<file path="src/rtl/therm_xlat_pkg.sv">
// Shared types for the thermal code converter.
package therm_xlat_pkg;
    typedef enum logic [1:0] {
        CAL_FIXED     = 2'd0,
        CAL_SINGLE    = 2'd1,
        CAL_DUAL      = 2'd2,
        CAL_FIXED_ALT = 2'd3
    } cal_mode_e;
endpackage

</file>
<file path="src/rtl/trim_sanitizer.sv">
// Extracts the two error codes from the fused trim word and swaps in the
// default bytes where the fused ones are unusable.
// Assumes TRIM_SHIFT + CODE_W <= FUSE_W. Purely combinational.
module trim_sanitizer #(
    parameter int CODE_W     = 8,
    parameter int FUSE_W     = 32,
    parameter int TRIM_SHIFT = 8
) (
    input  logic [FUSE_W-1:0] trim_word,
    input  logic [FUSE_W-1:0] default_trim,
    input  logic [CODE_W-1:0] e1_floor,
    input  logic [CODE_W-1:0] e1_ceil,
    output logic [CODE_W-1:0] e1_code,
    output logic [CODE_W-1:0] e2_code
);
    logic [CODE_W-1:0] e1_raw, e2_raw;
    logic              e1_reject;

    // Field extraction and screening of both error codes
    always_comb begin
        e1_raw    = trim_word[CODE_W-1:0];
        e2_raw    = trim_word[TRIM_SHIFT +: CODE_W];
        e1_reject = (e1_raw == '0) || (e1_raw < e1_floor) || (e1_raw > e1_ceil);
        e1_code   = e1_reject ? default_trim[CODE_W-1:0] : e1_raw;
        e2_code   = (e2_raw == '0) ? default_trim[TRIM_SHIFT +: CODE_W] : e2_raw;
    end
endmodule

</file>
<file path="src/rtl/cal_datapath.sv">
// Arithmetic front end: computes the direct answer for the offset and
// single-point modes, and the dividend, divisor and final addend for the
// dual-point mode. Operands are unsigned CODE_W; all arithmetic is signed
// WIDE_W, which must exceed 2*CODE_W+1 bits for the product to fit.
module cal_datapath
    import therm_xlat_pkg::*;
#(
    parameter int CODE_W = 8,
    parameter int WIDE_W = 18
) (
    input  cal_mode_e                 mode,
    input  logic                      to_temp,
    input  logic [CODE_W-1:0]         operand,
    input  logic [CODE_W-1:0]         e1_code,
    input  logic [CODE_W-1:0]         e2_code,
    input  logic [CODE_W-1:0]         t1_temp,
    input  logic [CODE_W-1:0]         t2_temp,
    input  logic [CODE_W-1:0]         offset,
    output logic signed [WIDE_W-1:0]  direct_res,
    output logic signed [WIDE_W-1:0]  div_num,
    output logic signed [WIDE_W-1:0]  div_den,
    output logic signed [WIDE_W-1:0]  div_base,
    output logic                      needs_div,
    output logic                      cal_bad
);
    localparam int PAD_W = WIDE_W - CODE_W;

    function automatic logic signed [WIDE_W-1:0] widen(input logic [CODE_W-1:0] v);
        return $signed({{PAD_W{1'b0}}, v});
    endfunction

    logic signed [WIDE_W-1:0] op_w, e1_w, e2_w, t1_w, t2_w, off_w;
    logic signed [WIDE_W-1:0] lin_diff, lin_scale;

    // Widening of all operands to the signed working width
    always_comb begin
        op_w  = widen(operand);
        e1_w  = widen(e1_code);
        e2_w  = widen(e2_code);
        t1_w  = widen(t1_temp);
        t2_w  = widen(t2_temp);
        off_w = widen(offset);
    end

    // Direct answer for the modes that need no division
    always_comb begin
        case (mode)
            CAL_SINGLE: direct_res = to_temp ? (op_w - e1_w + t1_w) : (op_w + e1_w - t1_w);
            default:    direct_res = to_temp ? (op_w - off_w) : (op_w + off_w);
        endcase
    end

    // Dividend, divisor and addend for the dual-point interpolation
    always_comb begin
        lin_diff  = to_temp ? (op_w - e1_w) : (op_w - t1_w);
        lin_scale = to_temp ? (t2_w - t1_w) : (e2_w - e1_w);
        div_den   = to_temp ? (e2_w - e1_w) : (t2_w - t1_w);
        div_base  = to_temp ? t1_w : e1_w;
        div_num   = lin_diff * lin_scale;
        needs_div = (mode == CAL_DUAL);
        cal_bad   = (e1_code == e2_code) || (t1_temp == t2_temp);
    end
endmodule

</file>
<file path="src/rtl/seq_divider.sv">
// Signed restoring divider, BPC quotient bits per cycle, truncating toward
// zero. A start pulse loads the operands; done pulses one cycle after the
// final step. Assumes a non-zero divisor and no start while running.
module seq_divider #(
    parameter int NUM_W = 18,
    parameter int BPC   = 2
) (
    input  logic                     clk,
    input  logic                     rst_n,
    input  logic                     start,
    input  logic signed [NUM_W-1:0]  dividend,
    input  logic signed [NUM_W-1:0]  divisor,
    output logic                     done,
    output logic signed [NUM_W-1:0]  quotient
);
    localparam int STEPS = (NUM_W + BPC - 1) / BPC;
    localparam int PAD_W = STEPS * BPC;
    localparam int CNT_W = $clog2(STEPS + 1);

    logic [PAD_W-1:0] acc_q, acc_n;
    logic [NUM_W:0]   rem_q, rem_n;
    logic [NUM_W-1:0] den_mag_q;
    logic [NUM_W-1:0] num_mag, den_mag;
    logic [CNT_W-1:0] cnt_q;
    logic             neg_q;
    logic             done_q;

    // Operand magnitudes for loading
    always_comb begin
        num_mag = dividend[NUM_W-1] ? NUM_W'(-dividend) : NUM_W'(dividend);
        den_mag = divisor[NUM_W-1]  ? NUM_W'(-divisor)  : NUM_W'(divisor);
    end

    // BPC restoring steps chained in one cycle
    always_comb begin
        rem_n = rem_q;
        acc_n = acc_q;
        for (int i = 0; i < BPC; i++) begin
            rem_n = {rem_n[NUM_W-1:0], acc_n[PAD_W-1]};
            acc_n = {acc_n[PAD_W-2:0], 1'b0};
            if (rem_n >= {1'b0, den_mag_q}) begin
                rem_n    = rem_n - {1'b0, den_mag_q};
                acc_n[0] = 1'b1;
            end
        end
    end

    // Load on start, then iterate until the step counter runs out
    always_ff @(posedge clk) begin
        if (!rst_n) begin
            acc_q     <= '0;
            rem_q     <= '0;
            den_mag_q <= '0;
            cnt_q     <= '0;
            neg_q     <= 1'b0;
            done_q    <= 1'b0;
        end else begin
            done_q <= 1'b0;
            if (start) begin
                acc_q     <= PAD_W'(num_mag);
                rem_q     <= '0;
                den_mag_q <= den_mag;
                neg_q     <= dividend[NUM_W-1] ^ divisor[NUM_W-1];
                cnt_q     <= CNT_W'(STEPS);
            end else if (cnt_q != '0) begin
                acc_q <= acc_n;
                rem_q <= rem_n;
                cnt_q <= cnt_q - 1'b1;
                if (cnt_q == CNT_W'(1)) done_q <= 1'b1;
            end
        end
    end

    // Sign restoration of the truncated magnitude
    always_comb begin
        quotient = neg_q ? -$signed(acc_q[NUM_W-1:0]) : $signed(acc_q[NUM_W-1:0]);
        done     = done_q;
    end
endmodule

</file>
<file path="src/rtl/therm_code_xlat.sv">
// Top level of the thermal code converter. Accepts one request per cycle
// on the direct path; a dual-point request occupies the divider and blocks
// the handshake until its answer is out. Configuration inputs are assumed
// stable while a request is in flight.
module therm_code_xlat
    import therm_xlat_pkg::*;
#(
    parameter int CODE_W     = 8,
    parameter int WIDE_W     = 18,
    parameter int FUSE_W     = 32,
    parameter int TRIM_SHIFT = 8,
    parameter int DIV_BPC    = 2
) (
    input  logic                     clk,
    input  logic                     rst_n,
    input  logic [1:0]               cal_mode,
    input  logic [FUSE_W-1:0]        trim_word,
    input  logic [FUSE_W-1:0]        default_trim,
    input  logic [CODE_W-1:0]        e1_floor,
    input  logic [CODE_W-1:0]        e1_ceil,
    input  logic [CODE_W-1:0]        ref_lo_temp,
    input  logic [CODE_W-1:0]        ref_hi_temp,
    input  logic [CODE_W-1:0]        base_offset,
    input  logic                     req_valid,
    output logic                     req_ready,
    input  logic                     req_to_temp,
    input  logic [CODE_W-1:0]        req_value,
    output logic                     busy,
    output logic                     rsp_valid,
    output logic                     rsp_error,
    output logic signed [WIDE_W-1:0] rsp_result
);
    cal_mode_e                mode_e;
    logic [CODE_W-1:0]        e1_code, e2_code;
    logic signed [WIDE_W-1:0] direct_res, div_num, div_den, div_base, quot;
    logic signed [WIDE_W-1:0] base_q;
    logic                     needs_div, cal_bad, div_done;
    logic                     busy_q, accept, div_start;

    assign mode_e = cal_mode_e'(cal_mode);

    trim_sanitizer #(
        .CODE_W(CODE_W), .FUSE_W(FUSE_W), .TRIM_SHIFT(TRIM_SHIFT)
    ) u_trim (
        .trim_word(trim_word), .default_trim(default_trim),
        .e1_floor(e1_floor), .e1_ceil(e1_ceil),
        .e1_code(e1_code), .e2_code(e2_code)
    );

    cal_datapath #(.CODE_W(CODE_W), .WIDE_W(WIDE_W)) u_path (
        .mode(mode_e), .to_temp(req_to_temp), .operand(req_value),
        .e1_code(e1_code), .e2_code(e2_code),
        .t1_temp(ref_lo_temp), .t2_temp(ref_hi_temp), .offset(base_offset),
        .direct_res(direct_res), .div_num(div_num), .div_den(div_den),
        .div_base(div_base), .needs_div(needs_div), .cal_bad(cal_bad)
    );

    seq_divider #(.NUM_W(WIDE_W), .BPC(DIV_BPC)) u_div (
        .clk(clk), .rst_n(rst_n), .start(div_start),
        .dividend(div_num), .divisor(div_den),
        .done(div_done), .quotient(quot)
    );

    // Handshake decode
    always_comb begin
        req_ready = !busy_q;
        accept    = req_valid && req_ready;
        div_start = accept && needs_div && !cal_bad;
        busy      = busy_q;
    end

    // Response register and divide-in-progress tracking
    always_ff @(posedge clk) begin
        if (!rst_n) begin
            busy_q     <= 1'b0;
            base_q     <= '0;
            rsp_valid  <= 1'b0;
            rsp_error  <= 1'b0;
            rsp_result <= '0;
        end else begin
            rsp_valid <= 1'b0;
            rsp_error <= 1'b0;
            if (accept && !needs_div) begin
                rsp_valid  <= 1'b1;
                rsp_result <= direct_res;
            end else if (accept && cal_bad) begin
                rsp_valid  <= 1'b1;
                rsp_error  <= 1'b1;
                rsp_result <= '0;
            end else if (div_start) begin
                busy_q <= 1'b1;
                base_q <= div_base;
            end
            if (div_done) begin
                busy_q     <= 1'b0;
                rsp_valid  <= 1'b1;
                rsp_result <= quot + base_q;
            end
        end
    end
endmodule

</file>
<file path="config.mk">
export PLATFORM = sky130hd
export DESIGN_NAME = therm_code_xlat
export DESIGN_NICKNAME = d
export VERILOG_FILES = /design/src/rtl/therm_xlat_pkg.sv /design/src/rtl/trim_sanitizer.sv /design/src/rtl/cal_datapath.sv /design/src/rtl/seq_divider.sv /design/src/rtl/therm_code_xlat.sv
export SDC_FILE = /design/constraint.sdc
export NUM_CORES = 1
export LEC_CHECK = 0
export BUFFER_PORTS_ARGS = -buffer_cell sky130_fd_sc_hd__buf_2
export CORE_UTILIZATION = 40
export DETAILED_ROUTE_END_ITERATION = 8
export GPL_ROUTABILITY_DRIVEN = 0
export PLACE_DENSITY = 0.58
export SLEW_MARGIN = 10
export SYNTH_ARGS = -nofsm -noshare
export SYNTH_HDL_FRONTEND = slang
export SYNTH_HIERARCHICAL = 1
export SYNTH_SLANG_ARGS = --single-unit
</file>
<file path="constraint.sdc">
create_clock -name clk -period 12.2 [get_ports clk]
set_input_delay 2.44 -clock clk [delete_from_list [all_inputs] [get_ports clk]]
set_output_delay 2.44 -clock clk [all_outputs]
set_load 0.03 [all_outputs]
</file>
==> metrics.md, run 1 <==
| Metric | Value |
|---|---|
| Cts hold-fix bufs | `0` |
| Final Hold Vio Count | `0` |
| Placed instance area | `0.0173 sq mm` |
| Post-CTS setup buffers | `0` |
| DR iter-0 viols | `697` |
| Clk_lat worst skew | `0.36 ns` |
| Antenna Nets Post-Route | `0` |
| CTS clk-pin slew, worst paths | `0.08 ns` |
| Synth Area in Simple Gates | `approximately 16%` |
| First-pass GRT wire length | `about 70 mm` |
| P&R area growth vs syn | `8.53%` |
| Number of setup violations in the final report | `0` |
| Antenna violations before repair | `1` |
| Number of global-route vias before repair | `13900` |
| Post-Synth Adder-Cell Area | `29.1%` |
| Synthesized flop and latch total | `99` |
| Relative slew slack | `29.6%` |
| Most used DFF post-synth | `dfxtp_1` |
| Post-synthesis mux area share | `approximately 3.6%` |
| Number of flops mapped to enable cells by yosys | `0` |
| CP arrival | `11.77 ns` |
| Cell row count | `between 70 and 80` |
| Main combinational cell family by area after synthesis | `adder cells` |
| IO Port Bufs | `about 110` |
| Ranking of synthesized cells by area | `ha_1 (16%), fa_1 (13%), dfxtp_1 (12%)` |
| Routed via count | `14000` |
| Slowest cell on crit path | `fa_1` |
| Root buffer cell | `clkbuf_16` |
| Global route overflow | `0` |
| Layout Nets | `2539` |
| Final Util | `44.1%` |
| CP required | `12.46 ns` |
| Clk sinks | `between 90 and 100` |
| Max cap viols | `0` |
| Initial Utilization | `40.6%` |
| Post-synthesis cell count | `2028` |
| Clock buffer depth | `2` |
| Die area | `approximately 0.041 sq mm` |
| Actual slew at the worst max-slew pin | `1.06 ns` |
| CP Max Fanout | `9` |
| Post-route design area | `0.0176 sq mm` |
| Top cell by count, worst path | `fa_1` |
| GRT Util Overall | `21.2%` |
| Num CTS Buffers | `9` |
| HPWL Detailed | `34.9 mm` |
| Post-Route Skew | `0.00721 ns` |
| Crit Path Class | `primary input to register` |
| Via density | `~5.3` |
| Routed length per placed instance | `approximately 16 microns` |
| TritonCTS clock tree | `yes` |
| Cts repair resizes | `0` |
| Fin crit share | `94.4%` |
| Synth Area in Compound Gates | `21.6%` |
| Fmax | `86.8 MHz` |
| Synth unique cells | `98` |
| Share of the synthesized area in the top cell type | `16.5%` |
| Ys Warns | `6` |
| Final min period | `11.51 ns` |
| Register area share after synthesis | `about an eighth` |
| Ratio of cells with drive above 1 in the final layout | `11.0%` |
| CP Capture Type | `register` |
| DRC Markers | `0` |
| Die Ht | `203 microns` |
| Status | `complete, no violations` |
| Count leader, synth | `inv_1` |
| Setup_tns | `0 ns` |
| Yosys top cell by area | `ha_1` |
| Worst min-delay path class | `register to register` |
| Core area | `0.0398 sq mm` |
| RSZ-0062 raised after global routing | `no` |
| Asr flop ratio synth | `0%` |
| H-tree level count | `3` |
| # IOs | `140` |
| Startpoint Class | `primary input` |
| Die W | `203 microns` |
| Crit-path max cell delay | `0.54 ns` |
| Syn Std Cell Area | `0.0162 sq mm` |
| Max-slew violation count | `0` |
| Post-Syn Area per Cell | `7.98 sq um` |
| DRT Pass-1 Iters | `5` |
| Top cells by count, synth | `inv_1 (253), ha_1 (213), nand2_1 (194)` |
| Post-Route WL | `between 40 and 50 mm` |
| Xor/xnor share of the synthesized area | `8.97%` |
| Largest net degree at the start of global routing | `86` |
| # diodes | `0` |
[cells by family after synthesis]
logic type                 count (synthesis)
and+or+nand+nor                          535
AOI/OAI and AO/OA                        517
buffers and inverters                    347
adders and majority gates                315
xor gates and xnor gates                 164
DFF                                       99
muxes                                     50
other                                      1
[registers in the layout, summed over array words and instances (netlist names)]
register and cells:
base_q 18, rsp_result 18, u_div/acc_q 18, u_div/den_mag_q 18, u_div/rem_q 18, u_div/cnt_q 4, busy 1, rsp_error 1
rsp_valid 1, u_div/done 1, u_div/neg_q 1
[worst max-delay path, delay by kind of cell]
kind                     cells  cell delay [ns]
XOR/XNOR                     2             0.44
AND/OR/NAND/NOR              6             0.58
AO/OA/AOI/OAI               12             2.79
buffers and inverters        8             0.81
multiplexers                 1             0.34
adder cells (fa/ha/maj)     10             4.37
[through the flow]
| step | setup WS, ns | cells | hold WS (ns) |
|---|---|---|---|
| after floorplan | 0.683 | 2037 | 0.447 |
| after global placement | 0.307 | 2620 | 0.456 |
| after detailed placement | 0.328 | 2620 | 0.466 |
| after CTS | 0.676 | 2636 | 0.476 |
| after global routing | 0.128 | 2636 | 0.493 |
| final | 0.686 | 2636 | 0.473 |
[cell usage in the layout, fill, tap and decap left out, types with 11 or more instances in the layout]
cell type	netlist	final
buf_4	21	42
buf_2	9	107
o21ai_1	16	16
xnor2_1	108	108
mux2i_1	26	26
o31ai_1	18	18
or2_2	15	15
o21bai_1	20	20
nor3_1	24	24
xor2_1	55	55
a21boi_0	27	27
o21ai_0	111	111
nand2_1	194	194
ha_1	213	213
o211a_1	19	19
or4_1	11	11
mux2_2	13	13
fa_1	102	102
a31oi_1	12	12
a21o_1	41	41
o211ai_1	15	15
nand3_1	21	21
o21a_1	15	15
nand4_1	12	12
inv_1	253	253
nor2b_1	49	49
dfxtp_1	99	99
a211oi_1	15	15
nor2_1	138	138
a21oi_1	125	125
nand2b_1	17	17
[layer usage]
layer / track usage, % / wire (microns)
met1: 29.5 / 21000
met2: 34.6 / 19100
met3: 2.46 / 1710
met4: 5.56 / 825
met5: 0 / 0
[layout make-up]
| cell class | instances | area, sq um |
|---|---|---|
| clock buffer | 9 | 225 |
| clock inverter | 7 | 63.8 |
| fill | 4126 | 22300 |
| inverter | 256 | 961 |
| multi-input combinational | 1591 | 12800 |
| sequential | 99 | 1980 |
| tap | 525 | 657 |
| timing repair buffer | 149 | 851 |
[path summary, 6_finish.rpt]
check | from | to | slack (ns) | cells after the start
worst max register to register | u_div/den_mag_q[2]$_SDFFE_PN0P_ | u_div/acc_q[0]$_SDFFE_PN0P_ | 5.78 | 18
worst min-delay path | base_q[6]$_SDFFE_PN0P_ | base_q[6]$_SDFFE_PN0P_ | 0.47 | 2
worst min register to register | base_q[6]$_SDFFE_PN0P_ | base_q[6]$_SDFFE_PN0P_ | 0.47 | 2
worst max-delay path | trim_word[1] | u_div/acc_q[16]$_SDFFE_PN0P_ | 0.69 | 39
Power of run 1 is left out: the tool's default activity adds up to more than one toggle a clock period on the data nets, which glitch-free logic cannot reach.
==> inputs of run 2 (changes only) <==
ABC_AREA = 1   (was not set)
==> metrics.md, run 2 <==
| Metric | Value |
|---|---|
| R2R Setup Slk | `7.88 ns (was 5.78 ns)` |
| First-pass GRT wire length | `80.0 mm (was 71.1 mm)` |
| Number of setup violations in the final report | `0 (unchanged)` |
| Largest net degree at the start of global routing | `49 (was 86)` |
| Cell row count | `75 (was 73)` |
| Global route overflow | `0 (unchanged)` |
| CTS clk-pin slew, worst paths | `0.08 ns (about the same)` |
| DRC Markers | `0 (unchanged)` |
| Routed length per placed instance | `14.6 microns (was 16.2 microns)` |
| Routed via count | `16600 (was 14000)` |
| CP arrival | `11.76 ns (was 11.77 ns)` |
| Post-CTS setup buffers | `0 (unchanged)` |
| DR iter-0 viols | `1015 (was 697)` |
| Status | `complete, no violations (unchanged)` |
| Antenna violations before repair | `0 (was 1)` |
| Syn Std Cell Area | `0.0173 sq mm (was 0.0162 sq mm)` |
| WP depth | `51 (was 39)` |
| Min-Delay Path Depth | `1 (was 2)` |
| # diodes | `0 (unchanged)` |
| Count leader, synth | `nand2_1 (was inv_1)` |
| Max-slew violation count | `0 (unchanged)` |
| Die area | `0.0440 sq mm (was 0.0412 sq mm)` |
| Commonest non-fill, non-tap cell in the layout | `nand2_1 (was inv_1)` |
| Asr flop ratio synth | `0% (unchanged)` |
| Final Hold Vio Count | `0 (unchanged)` |
| Crit Path Class | `primary input to register (unchanged)` |
| Layout Nets | `3162 (was 2539)` |
| Via density | `5.06 (was 5.30)` |
| Antenna Nets Post-Route | `0 (unchanged)` |
| Ys Warns | `6 (unchanged)` |
| Share of the synthesized area in the top cell type | `15.4% (was 16.5%)` |
| CP Capture Type | `register (unchanged)` |
| Top cell by count, worst path | `nand2_1 (was fa_1)` |
| H-tree level count | `3 (unchanged)` |
| Ratio of cells with drive above 1 in the final layout | `9.14% (was 11.0%)` |
| RSZ-0062 raised after global routing | `no (unchanged)` |
| Register area share after synthesis | `11.5% (was 12.3%)` |
| Post-Route WL | `47.8 mm (was 42.6 mm)` |
| Delay-heaviest family, CP | `adder cells (unchanged)` |
| Yosys top cell by area | `ha_1 (unchanged)` |
| Fmax | `86.8 MHz (about the same)` |
| Reg2Reg Depth | `26 (was 18)` |
| Final Util | `43.9% (was 44.1%)` |
| Clk sinks | `99 (unchanged)` |
| Finished Layout Cells | `3273 (was 2636)` |
| GRT Util Overall | `22.3% (was 21.2%)` |
| Startpoint Class | `primary input (unchanged)` |
| Crit-path max cell delay | `0.60 ns (was 0.54 ns)` |
| Slowest cell on crit path | `fa_1 (unchanged)` |
| IO Port Bufs | `107 (unchanged)` |
| TritonCTS clock tree | `yes (unchanged)` |
| Crit path buf inv count | `12 (was 8)` |
| Clock buffer depth | `2 (unchanged)` |
| Num CTS Buffers | `9 (unchanged)` |
| Clk_lat worst skew | `0.37 ns (was 0.36 ns)` |
| Worst min-delay path class | `register to register (unchanged)` |
| Top cells by count, synth | `nand2_1 (589), inv_1 (487), nor2_1 (244) (was inv_1 (253), ha_1 (213), nand2_1 (194))` |
| Relative slew slack | `44.0% (was 29.6%)` |
| Core area | `0.0422 sq mm (was 0.0398 sq mm)` |
| Die W | `210 microns (was 203 microns)` |
| DRT Pass-1 Iters | `5 (unchanged)` |
| P&R area growth vs syn | `7.40% (was 8.53%)` |
| Max cap viols | `0 (unchanged)` |
| Number of global-route vias before repair | `16000 (was 13900)` |
| Post-Place Cells | `3257 (was 2620)` |
| Commonest non-fill, non-tap cells in the layout | `nand2_1 (589), inv_1 (486), nor2_1 (244), ha_1 (213), nand3_1 (172) (was inv_1 (253), ha_1 (213), nand2_1 (194), nor2_1 (138), a21oi_1 (125))` |
| CP required | `12.45 ns (was 12.46 ns)` |
| Root buffer cell | `clkbuf_16 (unchanged)` |
| Initial Utilization | `40.9% (was 40.6%)` |
| HPWL Detailed | `40.1 mm (was 34.9 mm)` |
| Ranking of synthesized cells by area | `ha_1 (15%), nand2_1 (13%), fa_1 (12%) (was ha_1 (16%), fa_1 (13%), dfxtp_1 (12%))` |
| Die Ht | `210 microns (was 203 microns)` |
| CP Max Fanout | `9 (unchanged)` |
| Final min period | `11.52 ns (was 11.51 ns)` |
| Number of flops mapped to enable cells by yosys | `0 (unchanged)` |
| Post-Route Skew | `0.0130 ns (was 0.00721 ns)` |
| Synthesized flop and latch total | `99 (unchanged)` |
| Post-synthesis cell count | `2647 (was 2028)` |
| Setup_tns | `0 ns (unchanged)` |
| Post-Syn Area per Cell | `6.52 sq um (was 7.98 sq um)` |
| Synth unique cells | `64 (was 98)` |
| Fin crit share | `94.4% (about the same)` |
| Most used DFF post-synth | `dfxtp_1 (unchanged)` |
| Actual slew at the worst max-slew pin | `0.831 ns (was 1.06 ns)` |
| # IOs | `140 (unchanged)` |
run 2: changes by cell type after synthesis, moves of 34 or more:
cell	change
nand2_2	+34
nor2_1	+106
inv_1	+234
xnor2_1	-78
a21o_1	-37
nand2_1	+395
nor2b_1	-49
nand3_1	+151
o21ai_0	+50
run 2: layout make-up:
cell class / count / area, sq um
fill: 4575 / 23700
multi-input combinational: 1983 / 13000
sequential: 99 / 1980
inverter: 504 / 1900
timing repair buffer: 132 / 723
tap: 539 / 674
clock buffer: 10 / 229
clock inverter: 6 / 56.3
run 2: repair_timing:
action                     4_1_cts  5_1_grt
setup endpoints to repair        0        3
hold buffers                     0        0
gates resized for setup          0        2
run 2: metrics by stage:
step	instance area, sq um	hold WS [ns]	setup WS (ns)
3_3_place_gp	18200	0.444	0.436
3_5_place_dp	18200	0.464	0.298
6_report	18500	0.464	0.681
4_1_cts	18500	0.477	0.663
5_1_grt	18500	0.486	0.0124
2_1_floorplan	17300	0.420	1.39
run 2: path summary, 6_finish.rpt:
kind / from / to
min reg2reg: u_div/cnt_q[2]$_SDFFE_PP0N_ / u_div/done$_SDFF_PP0_
min: u_div/cnt_q[2]$_SDFFE_PP0N_ / u_div/done$_SDFF_PP0_
max reg2reg: u_div/den_mag_q[16]$_SDFFE_PN0P_ / u_div/rem_q[9]$_SDFFE_PP0N_
max: trim_word[7] / u_div/acc_q[12]$_SDFFE_PN0P_
run 2: logic make-up (layout without fill, tap and decap cells):
kind of cell	after synthesis	count (layout)	synth area share, %
AO/OA/AOI/OAI	404	404	13.4
AND/OR/NAND/NOR	1158	1158	29.4
XOR/XNOR	96	96	4.87
other	1	10	0.0217
flip-flops	99	99	11.5
adder cells (fa/ha/maj)	315	315	27.3
buffers and inverters	574	652	13.6
run 2: layer usage:
layer / track usage [%] / share of wire [%] / up-vias / routed length [microns]
met3: 2.39 / 4.3 / 45 / 2070
li1: - / - / 8548 / -
met2: 36.9 / 45 / 314 / 21500
met4: 5.01 / 1.5 / 0 / 715
met5: 0 / 0 / - / 0
met1: 31.1 / 49 / 7658 / 23500
Power of run 2 is left out for the same reason.
==> inputs of run 3 (changes only) <==
CORE_ASPECT_RATIO = 1.5   (was not set)
==> metrics.md, run 3 (same netlist as run 2, synthesis figures left out) <==
| Metric | Value |
|---|---|
| RSZ-0062 raised after global routing | `no (unchanged)` |
| Antenna violations before repair | `0 (unchanged)` |
| HPWL Detailed | `41.3 mm (was 40.1 mm)` |
| Root buffer cell | `clkbuf_16 (unchanged)` |
| Delay-heaviest family, CP | `adder cells (unchanged)` |
| Clk sinks | `99 (unchanged)` |
| Max-slew violation count | `0 (unchanged)` |
| Clk_lat worst skew | `0.37 ns (about the same)` |
| Number of setup violations in the final report | `0 (unchanged)` |
| Reg2Reg Depth | `26 (unchanged)` |
| IO Port Bufs | `107 (unchanged)` |
| Status | `complete, no violations (unchanged)` |
| H-tree level count | `3 (unchanged)` |
| Cell row count | `92 (was 75)` |
| Core area | `0.0422 sq mm (about the same)` |
| Post-Route WL | `48.8 mm (was 47.8 mm)` |
| CP arrival | `11.64 ns (was 11.76 ns)` |
| Via density | `5.08 (was 5.06)` |
| Die area | `0.0440 sq mm (about the same)` |
| Routed length per placed instance | `14.8 microns (was 14.6 microns)` |
| Relative slew slack | `29.2% (was 44.0%)` |
| Antenna Nets Post-Route | `0 (unchanged)` |
| Die Ht | `256 microns (was 210 microns)` |
| Worst Hold Launch | `u_div/den_mag_q[15]$_SDFFE_PN0P_ (was u_div/cnt_q[2]$_SDFFE_PP0N_)` |
| Global route overflow | `0 (unchanged)` |
| Post-Route Skew | `0.00997 ns (was 0.0130 ns)` |
| Slowest cell on crit path | `fa_1 (unchanged)` |
| Fmax | `87.8 MHz (was 86.8 MHz)` |
| Area occupied by multi-input gates | `0.0130 sq mm (about the same)` |
| Setup_tns | `0 ns (unchanged)` |
| CTS clk-pin slew, worst paths | `0.07 ns (was 0.08 ns)` |
| # diodes | `0 (unchanged)` |
| Startpoint Class | `primary input (unchanged)` |
| DRT Pass-1 Iters | `5 (unchanged)` |
| Crit-path max cell delay | `0.59 ns (was 0.60 ns)` |
| Commonest non-fill, non-tap cell in the layout | `nand2_1 (unchanged)` |
| Initial Utilization | `40.8% (was 40.9%)` |
| Top cell by count, worst path | `nand2_1 (unchanged)` |
| Worst min-delay path class | `register to register (unchanged)` |
| First-pass GRT wire length | `79.9 mm (was 80.0 mm)` |
| CP Capture Type | `register (unchanged)` |
| CP Max Fanout | `9 (unchanged)` |
| Clock buffer depth | `2 (unchanged)` |
| DR iter-0 viols | `833 (was 1015)` |
| Commonest non-fill, non-tap cells in the layout | `nand2_1 (589), inv_1 (486), nor2_1 (244), ha_1 (213), nand3_1 (172) (unchanged)` |
| Actual slew at the worst max-slew pin | `1.05 ns (was 0.831 ns)` |
| Largest net degree at the start of global routing | `69 (was 49)` |
| FF-to-FF End | `u_div/acc_q[0]$_SDFFE_PN0P_ (was u_div/rem_q[9]$_SDFFE_PP0N_)` |
| Fin crit share | `93.4% (was 94.4%)` |
| Number of global-route vias before repair | `16500 (was 16000)` |
| Worst Hold End | `u_div/den_mag_q[15]$_SDFFE_PN0P_ (was u_div/done$_SDFF_PP0_)` |
| P&R area growth vs syn | `8.09% (was 7.40%)` |
| DRC Markers | `0 (unchanged)` |
| Layout Nets | `3171 (was 3162)` |
| Ratio of cells with drive above 1 in the final layout | `9.44% (was 9.14%)` |
| Min-Delay Path Depth | `2 (was 1)` |
| # IOs | `140 (unchanged)` |
| Final min period | `11.39 ns (was 11.52 ns)` |
| Reg area | `0.00198 sq mm (unchanged)` |
| Max cap viols | `0 (unchanged)` |
| GRT Util Overall | `22.6% (was 22.3%)` |
| Crit path buf inv count | `12 (unchanged)` |
| TritonCTS clock tree | `yes (unchanged)` |
| Worst reg2reg startpoint | `u_div/den_mag_q[4]$_SDFFE_PN0P_ (was u_div/den_mag_q[16]$_SDFFE_PN0P_)` |
| R2R Setup Slk | `7.75 ns (was 7.88 ns)` |
| CP required | `12.45 ns (about the same)` |
| Num CTS Buffers | `9 (unchanged)` |
| Routed via count | `16800 (was 16600)` |
| Final Hold Vio Count | `0 (unchanged)` |
| Die W | `172 microns (was 210 microns)` |
| Filler instances | `4548 (was 4575)` |
| Crit Path Class | `primary input to register (unchanged)` |
[run 3: metal layers]
layer | part of all wire [%] | GRT usage (%) | wire length (microns) | vias to the layer above
li1 | - | - | - | 8562
met1 | 40 | 25.2 | 19500 | 7810
met2 | 53 | 43.3 | 26100 | 348
met3 | 2.9 | 1.47 | 1430 | 84
met4 | 3.7 | 9.13 | 1810 | 0
met5 | 0 | 0 | 0 | -
[run 3: layout make-up]
type                    count  share of cell area, %
well taps                 564                   3.78
flip-flops and latches     99                   10.6
inverters                 504                   10.2
clock buffers              10                   1.23
clock inverters             6                  0.382
repair buffers            141                   4.24
multi-input cells        1983                   69.6
[run 3: worst register-to-register path, cell delays in order (launching register included)]
cell and delay [ns]:
dfxtp_1 0.31, inv_1 0.08, ha_1 0.39, nand2_1 0.11
nor2_1 0.20, nand2_1 0.08, nor2_1 0.24, a21oi_2 0.17
nand2_8 0.19, inv_6 0.14, nand2_1 0.10, o21ai_2 0.07
ha_1 0.38, nand2_1 0.10, nor2_1 0.11, nand2_1 0.06
nand2_1 0.21, nand2_1 0.11, nand2_1 0.10, nand2_1 0.07
nand2_1 0.07, nand2_1 0.08, nand2_1 0.08, nand2_2 0.23
nand2_2 0.31, nand3_1 0.17, a21oi_1 0.18
[run 3: metrics by stage]
stage	worst slack [ns]	hold WS, ns	std cells	area, sq um	util, %
finish	0.808	0.465	3307	18600	44.1
global route	0.0785	0.485	3307	18600	44.1
CTS	0.631	0.472	3307	18600	44.1
detailed placement	0.294	0.458	3291	18300	43.4
global placement	0.346	0.443	3291	18300	43.4
floorplan	1.39	0.420	2656	17300	-
[run 3: how the worst max path moves through the flow]
stage	startpoint	end	slack (ns)	depth (start not counted)
after detailed placement	trim_word[7]	u_div/acc_q[14]$_SDFFE_PN0P_	0.29	52
after global placement	trim_word[7]	u_div/acc_q[14]$_SDFFE_PN0P_	0.35	52
after CTS	trim_word[7]	u_div/acc_q[14]$_SDFFE_PN0P_	0.63	52
after global routing	trim_word[7]	u_div/acc_q[14]$_SDFFE_PN0P_	0.08	52
final	trim_word[7]	u_div/acc_q[14]$_SDFFE_PN0P_	0.81	52
after floorplan	e1_floor[5]	u_div/acc_q[14]$_SDFFE_PN0P_	1.39	51
[run 3: what timing repair did]
action                                  CTS  global route
buffers inserted                          0             0
endpoints found under the setup margin    0             3
hold buffers                              0             0
gates resized for setup                   0             4
Power of run 3 is left out for the same reason.
